**src/rtl/pgflash_pkg.sv**
```systemverilog
package pgflash_pkg;

   typedef enum logic [1:0] {
      PGF_IDLE = 2'd0,
      PGF_WAIT = 2'd1,
      PGF_RESP = 2'd2
   } pgf_state_t;

   function automatic int unsigned pgf_cnt_width(input int unsigned max_val);
      int unsigned w;
      w = 1;
      while ((1 << w) <= max_val) w++;
      return w;
   endfunction

endpackage

```
**src/rtl/pgflash_page_tracker.sv**
```systemverilog
module pgflash_page_tracker #(
   parameter int unsigned TAG_W = 8
) (
   input  logic             clk,
   input  logic             rst_n,
   input  logic             load,
   input  logic             drop,
   input  logic [TAG_W-1:0] probe_tag,
   input  logic             probe_byte,
   output logic             hit
);

   logic             open_q;
   logic [TAG_W-1:0] tag_q;
   logic             byte_q;

   always_ff @(posedge clk or negedge rst_n) begin
      if (!rst_n) begin
         open_q <= 1'b0;
         tag_q  <= '0;
         byte_q <= 1'b0;
      end else if (load) begin
         open_q <= 1'b1;
         tag_q  <= probe_tag;
         byte_q <= probe_byte;
      end else if (drop) begin
         open_q <= 1'b0;
      end
   end

   assign hit = open_q && (tag_q == probe_tag) && (byte_q == probe_byte);

endmodule

```
**src/rtl/pgflash_wait_timer.sv**
```systemverilog
module pgflash_wait_timer #(
   parameter int unsigned FULL_LAT = 5,
   parameter int unsigned PAGE_LAT = 2
) (
   input  logic clk,
   input  logic rst_n,
   input  logic start,
   input  logic short_wait,
   output logic expire
);
   import pgflash_pkg::*;

   localparam int unsigned CNT_W = pgf_cnt_width(FULL_LAT);

   logic [CNT_W-1:0] cnt_q;
   logic [CNT_W-1:0] load_val;

   generate
      if (PAGE_LAT == FULL_LAT) begin : g_one_lat
         assign load_val = CNT_W'(FULL_LAT);
      end else begin : g_two_lat
         assign load_val = short_wait ? CNT_W'(PAGE_LAT) : CNT_W'(FULL_LAT);
      end
   endgenerate

   always_ff @(posedge clk or negedge rst_n) begin
      if (!rst_n) begin
         cnt_q <= '0;
      end else if (start) begin
         cnt_q <= load_val;
      end else if (cnt_q != '0) begin
         cnt_q <= cnt_q - 1'b1;
      end
   end

   assign expire = (cnt_q == CNT_W'(1));

endmodule

```
**src/rtl/pgflash_ce_keeper.sv**
```systemverilog
module pgflash_ce_keeper #(
   parameter int unsigned IDLE_TMO = 4
) (
   input  logic clk,
   input  logic rst_n,
   input  logic open_req,
   input  logic idle_tick,
   output logic ce_on,
   output logic close_now
);
   import pgflash_pkg::*;

   localparam int unsigned IW = pgf_cnt_width(IDLE_TMO);

   logic [IW-1:0] idle_q;
   logic          on_q;

   assign close_now = idle_tick && on_q && (idle_q == IW'(IDLE_TMO - 1));

   always_ff @(posedge clk or negedge rst_n) begin
      if (!rst_n) begin
         on_q   <= 1'b0;
         idle_q <= '0;
      end else if (open_req) begin
         on_q   <= 1'b1;
         idle_q <= '0;
      end else if (close_now) begin
         on_q   <= 1'b0;
         idle_q <= '0;
      end else if (idle_tick && on_q) begin
         idle_q <= idle_q + 1'b1;
      end
   end

   assign ce_on = on_q;

endmodule

```
**src/rtl/pgflash_pin_mux.sv**
```systemverilog
module pgflash_pin_mux #(
   parameter int unsigned ADDR_W       = 24,
   parameter int unsigned DATA_W       = 16,
   parameter bit          BYTE_MODE_EN = 1'b1
) (
   input  logic              clk,
   input  logic              rst_n,
   input  logic              load,
   input  logic [ADDR_W-1:0] load_addr,
   input  logic              load_byte,
   input  logic              capture,
   input  logic [DATA_W-1:0] dq_in,
   output logic [ADDR_W-2:0] fl_addr,
   output logic              fl_wide,
   output logic [DATA_W-1:0] dq_out,
   output logic [DATA_W-1:0] dq_oe,
   output logic [DATA_W-1:0] rsp_data
);

   localparam int unsigned HALF_W = DATA_W / 2;
   localparam int unsigned TOP    = DATA_W - 1;

   logic [ADDR_W-2:0] addr_q;
   logic [DATA_W-1:0] data_q;

   always_ff @(posedge clk or negedge rst_n) begin
      if (!rst_n) begin
         addr_q <= '0;
      end else if (load) begin
         addr_q <= load_addr[ADDR_W-1:1];
      end
   end

   assign fl_addr  = addr_q;
   assign rsp_data = data_q;

   generate
      if (BYTE_MODE_EN) begin : g_dual_width
         logic byte_q;
         logic lsb_q;

         always_ff @(posedge clk or negedge rst_n) begin
            if (!rst_n) begin
               byte_q <= 1'b0;
               lsb_q  <= 1'b0;
            end else if (load) begin
               byte_q <= load_byte;
               lsb_q  <= load_addr[0];
            end
         end

         always_ff @(posedge clk or negedge rst_n) begin
            if (!rst_n) begin
               data_q <= '0;
            end else if (capture) begin
               data_q <= byte_q ? {{(DATA_W - HALF_W){1'b0}}, dq_in[HALF_W-1:0]} : dq_in;
            end
         end

         assign fl_wide = !byte_q;
         assign dq_oe   = byte_q ? {1'b1, {(DATA_W - 1){1'b0}}} : '0;
         assign dq_out  = {lsb_q && byte_q, {(DATA_W - 1){1'b0}}};
      end else begin : g_word_only
         always_ff @(posedge clk or negedge rst_n) begin
            if (!rst_n) begin
               data_q <= '0;
            end else if (capture) begin
               data_q <= dq_in;
            end
         end

         assign fl_wide = 1'b1;
         assign dq_oe   = '0;
         assign dq_out  = '0;
      end
   endgenerate

   logic unused_top;
   assign unused_top = load_byte & dq_in[TOP];

endmodule

```
**src/rtl/pgflash_rd_ctrl.sv**
```systemverilog
module pgflash_rd_ctrl #(
   parameter int unsigned ADDR_W       = 24,
   parameter int unsigned DATA_W       = 16,
   parameter int unsigned FULL_LAT     = 5,
   parameter int unsigned PAGE_LAT     = 2,
   parameter int unsigned IDLE_TMO     = 4,
   parameter bit          BYTE_MODE_EN = 1'b1
) (
   input  logic              clk,
   input  logic              rst_n,
   input  logic              req_valid,
   output logic              req_ready,
   input  logic [ADDR_W-1:0] req_addr,
   input  logic              req_byte,
   output logic              rsp_valid,
   output logic [DATA_W-1:0] rsp_data,
   output logic              fl_ce_n,
   output logic              fl_oe_n,
   output logic              fl_we_n,
   output logic              fl_wide,
   output logic [ADDR_W-2:0] fl_addr,
   input  logic [DATA_W-1:0] dq_in,
   output logic [DATA_W-1:0] dq_out,
   output logic [DATA_W-1:0] dq_oe
);
   import pgflash_pkg::*;

   localparam int unsigned TAG_W = ADDR_W - 3;

   generate
      if (FULL_LAT < 1)         begin : g_bad_full  $error("FULL_LAT must be at least 1"); end
      if (PAGE_LAT < 1)         begin : g_bad_page  $error("PAGE_LAT must be at least 1"); end
      if (PAGE_LAT > FULL_LAT)  begin : g_bad_order $error("PAGE_LAT must not exceed FULL_LAT"); end
      if (IDLE_TMO < 1)         begin : g_bad_tmo   $error("IDLE_TMO must be at least 1"); end
      if (ADDR_W < 4)           begin : g_bad_addr  $error("ADDR_W must be at least 4"); end
      if ((DATA_W % 2) != 0 || DATA_W < 4) begin : g_bad_data $error("DATA_W must be even and at least 4"); end
   endgenerate

   pgf_state_t state_q;
   logic       accept;
   logic       eff_byte;
   logic       page_hit;
   logic       expire;
   logic       ce_on;
   logic       close_now;
   logic       idle_tick;
   logic       oe_q;
   logic       rsp_q;

   assign req_ready = (state_q == PGF_IDLE);
   assign accept    = req_valid && req_ready;
   assign eff_byte  = BYTE_MODE_EN && req_byte;
   assign idle_tick = (state_q == PGF_IDLE) && !req_valid;

   always_ff @(posedge clk or negedge rst_n) begin
      if (!rst_n) begin
         state_q <= PGF_IDLE;
         oe_q    <= 1'b0;
         rsp_q   <= 1'b0;
      end else begin
         rsp_q <= 1'b0;
         unique case (state_q)
            PGF_IDLE: if (accept) begin
               state_q <= PGF_WAIT;
               oe_q    <= 1'b1;
            end
            PGF_WAIT: if (expire) begin
               state_q <= PGF_RESP;
               oe_q    <= 1'b0;
               rsp_q   <= 1'b1;
            end
            default: state_q <= PGF_IDLE;
         endcase
      end
   end

   pgflash_page_tracker #(.TAG_W(TAG_W)) u_page (
      .clk        (clk),
      .rst_n      (rst_n),
      .load       (accept),
      .drop       (close_now),
      .probe_tag  (req_addr[ADDR_W-1:3]),
      .probe_byte (eff_byte),
      .hit        (page_hit)
   );

   pgflash_wait_timer #(.FULL_LAT(FULL_LAT), .PAGE_LAT(PAGE_LAT)) u_timer (
      .clk        (clk),
      .rst_n      (rst_n),
      .start      (accept),
      .short_wait (page_hit && ce_on),
      .expire     (expire)
   );

   pgflash_ce_keeper #(.IDLE_TMO(IDLE_TMO)) u_ce (
      .clk       (clk),
      .rst_n     (rst_n),
      .open_req  (accept),
      .idle_tick (idle_tick),
      .ce_on     (ce_on),
      .close_now (close_now)
   );

   pgflash_pin_mux #(.ADDR_W(ADDR_W), .DATA_W(DATA_W), .BYTE_MODE_EN(BYTE_MODE_EN)) u_pins (
      .clk       (clk),
      .rst_n     (rst_n),
      .load      (accept),
      .load_addr (req_addr),
      .load_byte (eff_byte),
      .capture   (expire && (state_q == PGF_WAIT)),
      .dq_in     (dq_in),
      .fl_addr   (fl_addr),
      .fl_wide   (fl_wide),
      .dq_out    (dq_out),
      .dq_oe     (dq_oe),
      .rsp_data  (rsp_data)
   );

   assign fl_ce_n   = !ce_on;
   assign fl_oe_n   = !oe_q;
   assign fl_we_n   = 1'b1;
   assign rsp_valid = rsp_q;

endmodule

```
**config.mk**
```make
export PLATFORM = sky130hd
export DESIGN_NAME = pgflash_rd_ctrl
export DESIGN_NICKNAME = d
export VERILOG_FILES = /design/src/rtl/pgflash_pkg.sv /design/src/rtl/pgflash_page_tracker.sv /design/src/rtl/pgflash_wait_timer.sv /design/src/rtl/pgflash_ce_keeper.sv /design/src/rtl/pgflash_pin_mux.sv /design/src/rtl/pgflash_rd_ctrl.sv
export SDC_FILE = /design/constraint.sdc
export NUM_CORES = 1
export LEC_CHECK = 0
export BUFFER_PORTS_ARGS = -buffer_cell sky130_fd_sc_hd__buf_4
export CAP_MARGIN = 30
export CORE_UTILIZATION = 30
export CTS_BUF_LIST = sky130_fd_sc_hd__clkbuf_16
export CTS_CLUSTER_SIZE = 10
export DETAILED_ROUTE_END_ITERATION = 8
export GPL_TIMING_DRIVEN = 0
export SYNTH_ARGS = -nofsm -noshare
export SYNTH_HDL_FRONTEND = slang
export SYNTH_HIERARCHICAL = 1
export SYNTH_SLANG_ARGS = --single-unit
```
**constraint.sdc**
```tcl
create_clock -name clk -period 1.69 [get_ports clk]
set_input_delay 0.0845 -clock clk [delete_from_list [all_inputs] [get_ports clk]]
set_output_delay 0.0845 -clock clk [all_outputs]
set_load 0.005 [all_outputs]
```
* Yosys cells after proc, flatten, opt, wreduce, memory -nomap -nowiden
Index checks and enable logic that the tools add are counted.
** Storage, ports and cells
- Output and inout bits :: 77
- Input bits :: 44
- Memory bits (read-only) :: 0
- Memories :: 0
- Logic and storage cells :: 59
- Bits in registers :: 73
- Bits in writable memories :: 0
- Latch bits :: 0
** Cells by class
- Equality and inequality tests :: 7
- Magnitude comparators :: 0
- Muxes and demuxes :: 18
- $mul :: 0
- Reductions and logical operators :: 21
- $add $sub $neg :: 2
- Shift-type cells :: 0
- Bitwise logic cells :: 0
- Divide/modulo/power cells :: 0
** Operators by type and width (count)
- two-way mux 16 bit :: 2
- == test 21 bit :: 1
- two-way mux 3 bit :: 6
- logical AND 1 bit :: 9
- two-way mux 1 bit :: 6
- nonzero test 2 bit :: 3
- nonzero test 3 bit :: 2
- logical NOT 1 bit :: 4
- two-way mux 2 bit :: 2
- case mux 2 bit (2 select lines) :: 1
- adder 3 x 1 -> 3 bit (second input constant) :: 1
- == test 3 x 1 -> 1 bit (second input constant) :: 1
- == test 3 x 2 -> 1 bit (second input constant) :: 1
- AND reduction 3 bit :: 1
- subtractor 3 x 1 -> 3 bit (second input constant) :: 1
- == test 2 x 1 -> 1 bit (second input constant) :: 1
- logical NOT 2 bit :: 1
- != test 2 x 1 -> 1 bit (second input constant) :: 1
- != test 2 bit (second input constant) :: 1
- case mux 1 bit (2 select lines) :: 1
- AND reduction 2 bit :: 1
- == test 1 bit :: 1

* Longest topological paths before layout
Gate-level depths: netlist of run 1.
- Word-level depth :: 6
- Gate-level depth with buffers :: 8
- Gate-level depth less buffers :: 7

* Modules after synthesis
The synthesis of run 1 kept the hierarchy.
** Modules (own cells, without submodules)
- pgflash_pin_mux :: area an instance 1895.6 um2, seq. area each 1026.0 um2, instances 1, cells an instance 130
- pgflash_page_tracker :: area an instance 1089.8 um2, seq. area each 575.6 um2, instances 1, cells an instance 79
- pgflash_ce_keeper :: area an instance 214.0 um2, seq. area each 100.1 um2, instances 1, cells an instance 18
- pgflash_wait_timer :: area an instance 205.2 um2, seq. area each 75.1 um2, instances 1, cells an instance 19
- pgflash_rd_ctrl :: area an instance 187.7 um2, seq. area each 100.1 um2, instances 1, cells an instance 20

* Worst setup path after synthesis of run 1
No wires, ideal clock.
- Kind :: reg2reg
- Start :: reg state_q[0]
- End :: reg u_pins.addr_q[10] (netlist: u_pins/fl_addr[10])
- Clock period less this slack :: 1.703 ns
- Setup time :: 0.125 ns
- Stages on the path, launching flop included :: 6
- Setup slack :: -0.013 ns
- Arrival :: 1.578 ns
- Cells stage by stage :: dfrtp_1 > nor2_1 > and2_1 > buf_6 > buf_12 > mux2_4
** On the way
- Longest elaborated chain between the ends :: 2
** RTL lines
- from (decl) :: RTL line pgflash_rd_ctrl.sv:39 : pgf_state_t state_q;
- from (signal assigned) :: RTL line pgflash_rd_ctrl.sv:57 : state_q <= PGF_IDLE;
- from (signal assigned) :: RTL line pgflash_rd_ctrl.sv:64 : state_q <= PGF_WAIT;
- from (signal assigned) :: RTL line pgflash_rd_ctrl.sv:68 : state_q <= PGF_RESP;
- logical NOT 2 bit :: RTL line pgflash_rd_ctrl.sv:50 : assign req_ready = (state_q == PGF_IDLE);
- via req_ready :: RTL line pgflash_rd_ctrl.sv:12 : output logic req_ready,
- logical AND 1 bit :: RTL line pgflash_rd_ctrl.sv:51 : assign accept = req_valid && req_ready;
- via accept :: RTL line pgflash_rd_ctrl.sv:40 : logic accept;
- to (signal assigned) :: RTL line pgflash_pin_mux.sv:30 : addr_q <= load_addr[ADDR_W-1:1];
- to (decl) :: RTL line pgflash_pin_mux.sv:23 : logic [ADDR_W-2:0] addr_q;
The timed path passes the listed nets, and every way through them passes these cells.
A chain may end at the register's enable or synchronous reset.

* Worst setup path after layout of run 1
- Start :: reg u_timer.cnt_q[0]
- End :: reg u_pins.data_q[12] (netlist: u_pins/rsp_data[12])
** On the way
- Longest elaborated chain between the ends :: 2
** RTL lines
- from (decl) :: RTL line pgflash_wait_timer.sv:15 : logic [CNT_W-1:0] cnt_q;
- from (signal assigned) :: RTL line pgflash_wait_timer.sv:30 : cnt_q <= load_val;
- from (signal assigned) :: RTL line pgflash_wait_timer.sv:32 : cnt_q <= cnt_q - 1'b1;
- == test 3 x 1 -> 1 bit :: RTL line pgflash_wait_timer.sv:36 : assign expire = (cnt_q == CNT_W'(1));
- via expire :: RTL line pgflash_rd_ctrl.sv:43 : logic expire;
- logical AND 1 bit :: RTL line pgflash_rd_ctrl.sv:110 : .capture (expire && (state_q == PGF_WAIT)),
- to (signal assigned) :: RTL line pgflash_pin_mux.sv:56 : data_q <= byte_q ? {{(DATA_W - HALF_W){1'b0}}, dq_in[HALF_W-1:0]} : dq_in;
- to (decl) :: RTL line pgflash_pin_mux.sv:24 : logic [DATA_W-1:0] data_q;
The timed path passes the listed nets, and every way through them passes these cells.

==> results.tsv, run 1 <==
stage	metric	value	unit
drt	Pre-antenna DRT Iters	6	
setup_path	crit end category	register	
drt	routed length per placed instance	13.4	microns
finish	commonest non-fill, non-tap cell in the layout	buf_4	
logic_synthesis	Synth Flop Type	dfrtp_1	
timing	Worst Skew	0.00763	ns
floorplanning	Starting Density	0.311	
timing	Rel. slew slack	0.638	
global_route	vias in the first global route	2443	
global_route	initial antenna violation count	0	
logic_synthesis	yosys warns	6	
logic_synthesis	main combinational cell family by area after synthesis	multiplexers	
floorplanning	core area	0.0116	sq mm
global_route	pin count of the biggest net entering global routing	76	
logic_synthesis	EDFF count, synth	0	
cts	CTS tree	yes	
finish	Final #Nets	474	
floorplanning	Ports	121	
floorplanning	area of the die	0.0124	sq mm
logic_synthesis	adder-cell share of the synthesized area	0.0139	
power_and_ir_drop	Leak	2.58	nW
cts	number of H-tree levels	3	
timing	final hold slack	0.0162	ns
status	outcome	finished with violations	
logic_synthesis	part of the Yosys area used for sequential elements	0.522	
logic_synthesis	cell taking the most area after synthesis	dfrtp_1	
power_and_ir_drop	total power	9.05	mW
drt	Detail Route Antenna Nets	0	
finish	antenna diode count	0	
logic_synthesis	flops & latches, synth	75	
timing	Final setup viols	0	
finish	proportion of layout cells with a drive suffix above 1	0.535	
global_route	GRT Overall Usage	0.123	
power_and_ir_drop	VDD IR max	757	uV
placed_design	placed wire-length estimate	5000	microns
timing	setup TNS	0	ns
timing	Final Hold Viols	0	
placed_design	dpl cells	527	
logic_synthesis	synthesized cell area	0.00359	sq mm
global_route	GR Overflow Total	0	
cts	Clock transition at path regs	0.06	ns
drt	drt drc	30	
floorplanning	die height	111	microns
timing	Slew Limit Fails	0	
placed_design	gpl congestion	0.678	
floorplanning	Die Span X	111	microns
flow_run	max-cap violation count	0	
setup_path	WP data arrival	1.86	ns
drt	DRT iter0 DRCs	105	
logic_synthesis	synth top area cells	dfrtp_1, mux2_2, mux2_4, buf_4, xor2_1	
logic_synthesis	unique cell type count in the Yosys netlist	42	
placed_design	port buffer count	89	
drt	vias after detailed routing	2465	
placed_design	placed cell area	0.00455	sq mm
finish	Non-Filler Instances	573	
logic_synthesis	Post-Synth XOR/XNOR Area	0.0536	
setup_path	peak fanout along the critical path	8	
hold_path	Hold Crit Class	in -> reg	
cts	CTS buffer count	9	
cts	clock latency at the later pin of the worst-skew pair	0.32	ns
logic_synthesis	Synth Area in Compound Gates	0.0481	
timing	Worst Tran Pin Value	0.539	ns
logic_synthesis	Post-Synthesis Cells	266	
timing	Final Cycle Share	0.974	
setup_path	Critical Path RT	1.90	ns
cts	clock tree sinks	75	
cts	clock buffer depth	2	
setup_path	Critical Path Source Type	register	
status	violated checks	design-rule violations	
setup_path	crit path kind	reg -> reg	
finish	area grow syn2layout	49.0	%
drt	number of vias per cell	4.30	
finish	most frequent cells in the layout	buf_4, dfrtp_1, conb_1, mux2_2, mux2_4	
cts	CTS root buffer	clkbuf_16	
floorplanning	site row count	39	
drt	final wirelength	7690	microns
finish	design area	0.00535	sq mm
power_and_ir_drop	PD cells	1690	mW/mm^2
logic_synthesis	mux cell area share after synthesis	0.188	
timing	Final min period	1.65	ns
logic_synthesis	post-synth top area share	0.522	
timing	highest clock rate	0.607	GHz
logic_synthesis	FFs w/ async S/R, synth	1.00	
global_route	first-pass GRT wire length	12000	microns
timing	unrepaired setup endpoints after global routing	true	
logic_synthesis	Post-Synth Simple-Gate Area	0.0763	
logic_synthesis	Mean Syn Cell Area	13.5	sq um
[final timing paths]
check                           slack [ns]                               to                          from  depth (start not counted)
worst max-delay path                  0.04  u_pins/rsp_data[12]$_DFFE_PN0P_  u_timer/cnt_q[0]$_DFFE_PN0P_                          7
worst min-delay path                  0.02    u_pins/fl_addr[5]$_DFFE_PN0P_                   req_addr[6]                          2
worst max register to register        0.04  u_pins/rsp_data[12]$_DFFE_PN0P_  u_timer/cnt_q[0]$_DFFE_PN0P_                          7
worst min register to register        0.48        u_page/open_q$_DFFE_PN0P_     u_page/open_q$_DFFE_PN0P_                          1
max in group asynchronous             0.97     u_timer/cnt_q[0]$_DFFE_PN0P_                         rst_n                          3
min in group asynchronous             0.11   u_pins/rsp_data[7]$_DFFE_PN0P_                         rst_n                          2
[power breakdown]
group | switching, mW | leakage (nW) | internal, mW | total (mW)
clock | 0.700 | 0.149 | 1.27 | 1.97
combinational | 1.34 | 1.53 | 2.52 | 3.86
sequential | 0.540 | 0.895 | 2.67 | 3.21
total | 2.58 | 2.58 | 6.46 | 9.05
[area by class of cell]
type                       instances  area (sq um)
multi-input combinational        174          1630
buffer                            39           333
fill                            1069          6210
clock inverter                     6          81.3
sequential                        75          1880
timing repair buffer             120          1000
clock buffer                       9           225
tap                              143           179
inverter                           7          26.3
[per-layer routing]
layer	GRT usage	routed length, microns
met5	0	0
met4	0.0351	51
met3	0.0376	472
met2	0.203	3760
met1	0.155	3400
[worst max-delay path: stages (launching register included)]
cell and delay [ns]:
dfrtp_2 0.44, ha_4 0.16, nor2b_4 0.12, nor2b_4 0.13
and2_4 0.19, buf_6 0.13, buf_12 0.14, a31o_4 0.22
[through the flow]
| step | utilization | setup slack (ns) |
|---|---|---|
| floorplan | - | 0.0170 |
| global placement | 0.393 | -0.157 |
| detailed placement | 0.393 | -0.216 |
| CTS | 0.446 | 0.00358 |
| global route | 0.463 | -0.0980 |
| finish | 0.463 | 0.0433 |
[what timing repair did]
action,4_1_cts,5_1_grt
cloned,0,1
pin swaps,3,9
hold buffers,20,0
setup endpoints to repair,52,19
setup buffers,6,3
gates resized for setup,12,22
endpoints found under the hold margin,94,0
[cell families after synthesis]
family                   count (synthesis)
AO/OA/AOI/OAI                           21
XOR/XNOR                                22
adder cells (fa/ha/maj)                  4
buffers and inverters                   46
flip-flops                              75
multiplexers                            54
other                                    2
AND/OR/NAND/NOR                         42
[sequential cells by signal, summed over array words and instances (netlist names)]
| register | flops |
|---|---|
| u_page/tag_q | 21 |
| u_page/open_q | 1 |
| u_ce/ce_on | 1 |
| u_timer/cnt_q | 3 |
| u_pins/fl_addr | 23 |
| rsp_valid | 1 |
| u_page/byte_q | 1 |
| state_q | 2 |
| u_ce/idle_q | 3 |
| u_pins/rsp_data | 16 |
| u_pins/g_dual_width.byte_q | 1 |
| oe_q | 1 |
| u_pins/g_dual_width.lsb_q | 1 |
[synthesized netlist by cell type (all sizes together) (2+ instances only)]
library cell,n
nand2b,3
nand2,2
nor2,2
nor3,3
mux2,54
and2,7
buf,39
xor2,15
conb,2
o22ai,2
inv,6
nand4,3
xnor2,7
a21o,2
dfrtp,75
a21oi,3
ha,4
nor2b,13
a31o,8
nor4,3
Power figures use the tool's default switching activity.
==> run 2: changes to the inputs <==
--- a/config.mk
+++ b/config.mk
@@ -8,7 +8,7 @@
 export BUFFER_PORTS_ARGS = -buffer_cell sky130_fd_sc_hd__buf_4
 export CAP_MARGIN = 30
 export CORE_UTILIZATION = 30
-export CTS_BUF_LIST = sky130_fd_sc_hd__clkbuf_16
+export CTS_BUF_LIST = sky130_fd_sc_hd__clkbuf_8
 export CTS_CLUSTER_SIZE = 10
 export DETAILED_ROUTE_END_ITERATION = 8
 export GPL_TIMING_DRIVEN = 0
==> run 2 against run 1 <==
Highest routed layer unchanged. The flow still finishes with violations (design-rule violations). Final area up 1.1%. Register-to-register slack about the same. Critical path depth unchanged. Flip-flop and latch count did not move. Critical path type unchanged. Final cell count up 3.8%. Largest power group unchanged.
==> results.tsv, run 2 (synthesized netlist as in run 1, its figures left out) <==
stage	metric	value	unit
status	outcome	finished with violations	
status	violated checks	design-rule violations	
drt	Detail Route Antenna Nets	0	
setup_path	Crit. Startpoint	u_page/tag_q[19]$_DFFE_PN0P_	
cts	CTS buffer count	9	
setup_path	Setup crit end	u_timer/cnt_q[0]$_DFFE_PN0P_	
cts	number of H-tree levels	3	
power_and_ir_drop	P_sw	2.47	mW
timing	Final Hold Viols	0	
timing	Final Cycle Share	0.978	
global_route	GR Overflow Total	0	
finish	number of flip-flops in the largest register	23	
global_route	pin count of the biggest net entering global routing	76	
timing	Slew Limit Fails	0	
drt	vias after detailed routing	2534	
setup_path	Critical Path Source Type	register	
floorplanning	Starting Density	0.311	
placed_design	gpl congestion	0.678	
power_and_ir_drop	total power	8.48	mW
placed_design	port buffer count	89	
power_and_ir_drop	sequential power share	0.378	
floorplanning	die height	111	microns
floorplanning	Die Span X	111	microns
power_and_ir_drop	VDD IR max	680	uV
timing	Final setup viols	0	
drt	Pre-antenna DRT Iters	6	
timing	post-route worst setup slack	0.0377	ns
finish	commonest non-fill, non-tap cell in the layout	buf_4	
power_and_ir_drop	clock power share	0.176	
finish	proportion of layout cells with a drive suffix above 1	0.509	
hold_path	Hold Crit Class	in -> reg	
floorplanning	Ports	121	
placed_design	dpl cells	527	
timing	Worst Skew	0.00627	ns
cts	CTS tree	yes	
drt	routed length per placed instance	13.0	microns
global_route	first-pass GRT wire length	12400	microns
setup_path	WP data arrival	1.87	ns
timing	setup TNS	0	ns
drt	drt drc	30	
power_and_ir_drop	cell-internal power	6.01	mW
setup_path	RR Startpoint	u_page/tag_q[19]$_DFFE_PN0P_	
cts	clock buffer depth	2	
setup_path	peak fanout along the critical path	3	
global_route	initial antenna violation count	0	
finish	antenna diode count	0	
drt	number of vias per cell	4.26	
setup_path	crit path kind	reg -> reg	
placed_design	Placement Setup Slack	-0.216	ns
power_and_ir_drop	PD cells	1570	mW/mm^2
finish	Final #Nets	496	
floorplanning	core area	0.0116	sq mm
placed_design	placed wire-length estimate	5000	microns
timing	highest clock rate	0.605	GHz
placed_design	placed cell area	0.00455	sq mm
timing	Worst Tran Pin Value	0.512	ns
finish	area grow syn2layout	50.5	%
power_and_ir_drop	Net Sw Frac	0.291	
global_route	vias in the first global route	2550	
cts	clock latency at the later pin of the worst-skew pair	0.34	ns
setup_path	reg2reg path depth	7	
cts	CTS root buffer	clkbuf_8	
timing	Final min period	1.65	ns
timing	Rel. slew slack	0.656	
flow_run	max-cap violation count	0	
drt	DRT iter0 DRCs	106	
cts	Clock transition at path regs	0.07	ns
finish	fin util	0.468	
finish	Non-Filler Instances	595	
finish	most frequent cells in the layout	buf_4, dfrtp_1, dlygate4sd3_1, conb_1, mux2_2	
setup_path	worst r2r dst	u_timer/cnt_q[0]$_DFFE_PN0P_	
setup_path	crit end category	register	
timing	unrepaired setup endpoints after global routing	true	
finish	design area	0.00541	sq mm
cts	clock tree sinks	75	
floorplanning	site row count	39	
floorplanning	area of the die	0.0124	sq mm
timing	final hold slack	0.0499	ns
global_route	GRT Overall Usage	0.127	
setup_path	R2R setup slack	0.04	ns
power_and_ir_drop	Leak	2.60	nW
power_and_ir_drop	Combinational Power Share	0.446	
setup_path	Critical Path RT	1.91	ns
drt	final wirelength	7750	microns
run 2: cell type report:
| type | count | area (sq um) |
|---|---|---|
| fillers | 1083 | 6160 |
| flip-flops and latches | 75 | 1880 |
| multi-input cells | 174 | 1550 |
| repair buffers | 142 | 1220 |
| plain buffers | 39 | 337 |
| well taps | 143 | 179 |
| clock buffers | 10 | 138 |
| clock inverters | 5 | 77.6 |
| inverters | 7 | 26.3 |
run 2: critical path, cell delays in order (launching register included):
cell,delay (ns)
dfrtp_1,0.39
xor2_1,0.14
nor4_1,0.36
nand4_1,0.18
nor3_2,0.13
and2_1,0.15
nand2_2,0.07
o211a_1,0.12
run 2: how the worst min path moves through the flow:
stage | from | endpoint | depth (start not counted)
after floorplan | rst_n | oe_q$_DFFE_PN0P_ | 0
after global placement | rst_n | u_pins/rsp_data[6]$_DFFE_PN0P_ | 1
after detailed placement | rst_n | u_pins/rsp_data[6]$_DFFE_PN0P_ | 1
after CTS | req_valid | state_q[0]$_DFFE_PN0P_ | 3
after global routing | req_valid | oe_q$_DFFE_PN0P_ | 3
final | req_valid | state_q[0]$_DFFE_PN0P_ | 3
run 2: power groups by stage:
| stage | clock network [mW] | logic [mW] | registers, mW |
|---|---|---|---|
| 2_1_floorplan | 0 | 2.03 | 3.17 |
| 3_3_place_gp | 0 | 3.27 | 3.18 |
| 3_5_place_dp | 0 | 3.33 | 3.22 |
| 4_1_cts | 1.56 | 3.56 | 3.20 |
| 5_1_grt | 1.62 | 4.10 | 3.33 |
| 6_report | 1.50 | 3.78 | 3.21 |
run 2: what timing repair did:
| action | 4_1_cts | 5_1_grt |
|---|---|---|
| setup buffers | 5 | 5 |
| gates cloned | 0 | 1 |
| gates resized for setup | 12 | 14 |
| endpoints found under the setup margin | 52 | 15 |
| pin swaps | 3 | 1 |
| hold endpoints to repair | 134 | 0 |
| hold buffers | 42 | 0 |
run 2: layer usage:
| layer | track usage | vias up | wire length [microns] |
|---|---|---|---|
| met3 | 0.0343 | 8 | 449 |
| met5 | 0 | - | 0 |
| li1 | - | 1218 | - |
| met2 | 0.211 | 93 | 3720 |
| met4 | 0.0432 | 0 | 92 |
| met1 | 0.159 | 1215 | 3490 |
==> run 3: changes to the inputs <==
--- a/config.mk
+++ b/config.mk
@@ -8,7 +8,6 @@
 export BUFFER_PORTS_ARGS = -buffer_cell sky130_fd_sc_hd__buf_4
 export CAP_MARGIN = 30
 export CORE_UTILIZATION = 30
-export CTS_BUF_LIST = sky130_fd_sc_hd__clkbuf_8
 export CTS_CLUSTER_SIZE = 10
 export DETAILED_ROUTE_END_ITERATION = 8
 export GPL_TIMING_DRIVEN = 0
==> run 3 against run 2 <==
The run still ends with design-rule violations left. Sequential share of layout area grew 0.46 points. Fmax shrank 0.13%. Die area is the same. Critical path depth is the same. Global-route usage shrank 0.35 points. Non-clock buffer count shrank 21. Worst setup slack lost 0.0022 ns. Routed wire length shrank 1.4%. Worst hold slack lost 0.034 ns.
==> results.tsv, run 3 (synthesized netlist as in run 1, its figures left out) <==
stage	metric	value	unit
status	outcome	finished with violations	
status	violated checks	design-rule violations	
hold_path	Hold Crit Class	in -> reg	
timing	Slew Limit Fails	0	
finish	commonest non-fill, non-tap cell in the layout	buf_4	
timing	Final Hold Viols	0	
cts	Clock transition at path regs	0.06	ns
floorplanning	site row count	39	
finish	most frequent cells in the layout	buf_4, dfrtp_1, conb_1, mux2_2, mux2_4	
global_route	initial antenna violation count	0	
drt	number of vias per cell	4.29	
global_route	GR met3 Demand/Resource	0.0376	
power_and_ir_drop	total power	9.05	mW
cts	clock buffer depth	2	
global_route	vias in the first global route	2449	
timing	final hold slack	0.0159	ns
setup_path	crit end category	register	
floorplanning	die height	111	microns
global_route	Most Crowded Layer GR	met2	
timing	unrepaired setup endpoints after global routing	true	
setup_path	R2R setup slack	0.04	ns
timing	Worst Tran Pin Value	0.537	ns
cts	CTS root buffer	clkbuf_16	
setup_path	RR Startpoint	u_timer/cnt_q[0]$_DFFE_PN0P_	
finish	area grow syn2layout	48.6	%
setup_path	crit path kind	reg -> reg	
drt	Detail Route Antenna Nets	0	
global_route	pin count of the biggest net entering global routing	76	
floorplanning	Starting Density	0.311	
setup_path	Crit. Startpoint	u_timer/cnt_q[0]$_DFFE_PN0P_	
setup_path	reg2reg path depth	7	
setup_path	Critical Path Source Type	register	
placed_design	placed wire-length estimate	5000	microns
timing	setup TNS	0	ns
cts	clock latency at the later pin of the worst-skew pair	0.32	ns
setup_path	WP data arrival	1.86	ns
cts	clock tree sinks	75	
placed_design	placed cell area	0.00455	sq mm
global_route	M2 GR Usage	0.204	
setup_path	Setup crit end	u_pins/rsp_data[15]$_DFFE_PN0P_	
timing	highest clock rate	0.604	GHz
flow_run	max-cap violation count	0	
drt	DRT iter0 DRCs	113	
setup_path	peak fanout along the critical path	7	
drt	drt drc	30	
drt	Pre-antenna DRT Iters	6	
global_route	GRT Overall Usage	0.123	
setup_path	Critical Path RT	1.90	ns
timing	Final min period	1.65	ns
finish	design area	0.00534	sq mm
placed_design	dpl cells	527	
timing	Final Cycle Share	0.979	
placed_design	port buffer count	89	
cts	CTS tree	yes	
finish	Final #Nets	475	
finish	number of flip-flops in the largest register	23	
cts	CTS buffer count	9	
floorplanning	Die Span X	111	microns
floorplanning	core area	0.0116	sq mm
power_and_ir_drop	PD cells	1700	mW/mm^2
power_and_ir_drop	VDD IR max	756	uV
timing	Final setup viols	0	
cts	number of H-tree levels	3	
power_and_ir_drop	Leak	2.57	nW
drt	vias after detailed routing	2464	
floorplanning	area of the die	0.0124	sq mm
floorplanning	Ports	121	
timing	Rel. slew slack	0.639	
finish	Fillers	1070	
finish	proportion of layout cells with a drive suffix above 1	0.538	
drt	routed length per placed instance	13.3	microns
global_route	met1 usage	0.155	
timing	Worst Skew	0.00767	ns
placed_design	gpl congestion	0.678	
global_route	first-pass GRT wire length	12000	microns
drt	final wirelength	7640	microns
finish	Non-Filler Instances	574	
finish	antenna diode count	0	
global_route	GR Overflow Total	0	
setup_path	worst r2r dst	u_pins/rsp_data[15]$_DFFE_PN0P_	
==> run 3: changes by cell type in the layout (fill, tap and decap cells not counted), sizes merged <==
cell | previous run | this run
dlygate4sd3 | 42 | 20
buf | 138 | 139
==> run 3: metrics by stage <==
step | util | setup WS [ns]
floorplan | - | 0.0170
global placement | 0.393 | -0.157
detailed placement | 0.393 | -0.216
CTS | 0.445 | 0.00358
global route | 0.462 | -0.0980
finish | 0.462 | 0.0355
==> run 3: repair_timing <==
action / CTS / global route
hold buffers: 20 / 0
gates cloned: 0 / 1
pin swaps: 3 / 4
hold endpoints to repair: 94 / 0
gates resized for setup: 12 / 19
setup buffers: 5 / 5
endpoints found under the setup margin: 52 / 17
==> run 3: where the power goes <==
group / internal, mW / total [mW] / switching, mW
Combinational: 2.50 / 3.82 / 1.32
Clock: 1.32 / 2.02 / 0.699
Sequential: 2.67 / 3.21 / 0.541
Total: 6.49 / 9.05 / 2.56
==> run 3: layer usage <==
layer | share of wire | vias to the layer above | routed length, microns
li1 | - | 1180 | -
met3 | 0.060 | 4 | 462
met1 | 0.44 | 1188 | 3390
met5 | 0 | - | 0
met4 | 0.0067 | 0 | 51
met2 | 0.49 | 92 | 3740
==> run 3: worst min-delay path by stage <==
stage,start,endpoint,slack (ns),depth (start not counted)
global route,dq_in[13],u_pins/rsp_data[13]$_DFFE_PN0P_,0.004,2
finish,req_addr[6],u_pins/fl_addr[5]$_DFFE_PN0P_,0.02,2
CTS,dq_in[13],u_pins/rsp_data[13]$_DFFE_PN0P_,0.002,2
detailed placement,rst_n,u_pins/rsp_data[6]$_DFFE_PN0P_,0.30,1
global placement,rst_n,u_pins/rsp_data[6]$_DFFE_PN0P_,0.30,1
floorplan,rst_n,oe_q$_DFFE_PN0P_,-0.21,0
==> run 3: final cells by class <==
cell class | count | area, sq um | area share
Tap cell | 143 | 179 | 0.0335
Sequential cell | 75 | 1880 | 0.352
Multi-Input combinational cell | 174 | 1590 | 0.298
Clock buffer | 10 | 239 | 0.0448
Inverter | 7 | 26.3 | 0.00492
Buffer | 39 | 337 | 0.0631
Clock inverter | 5 | 77.6 | 0.0145
Timing Repair Buffer | 121 | 1010 | 0.189
==> run 3: worst max-delay path, stage by stage, from the launching register on <==
cell	delay, ns
dfrtp_2	0.44
ha_4	0.16
nor2b_4	0.12
nor2b_4	0.13
and2_4	0.20
buf_8	0.14
buf_12	0.13
a31o_2	0.23
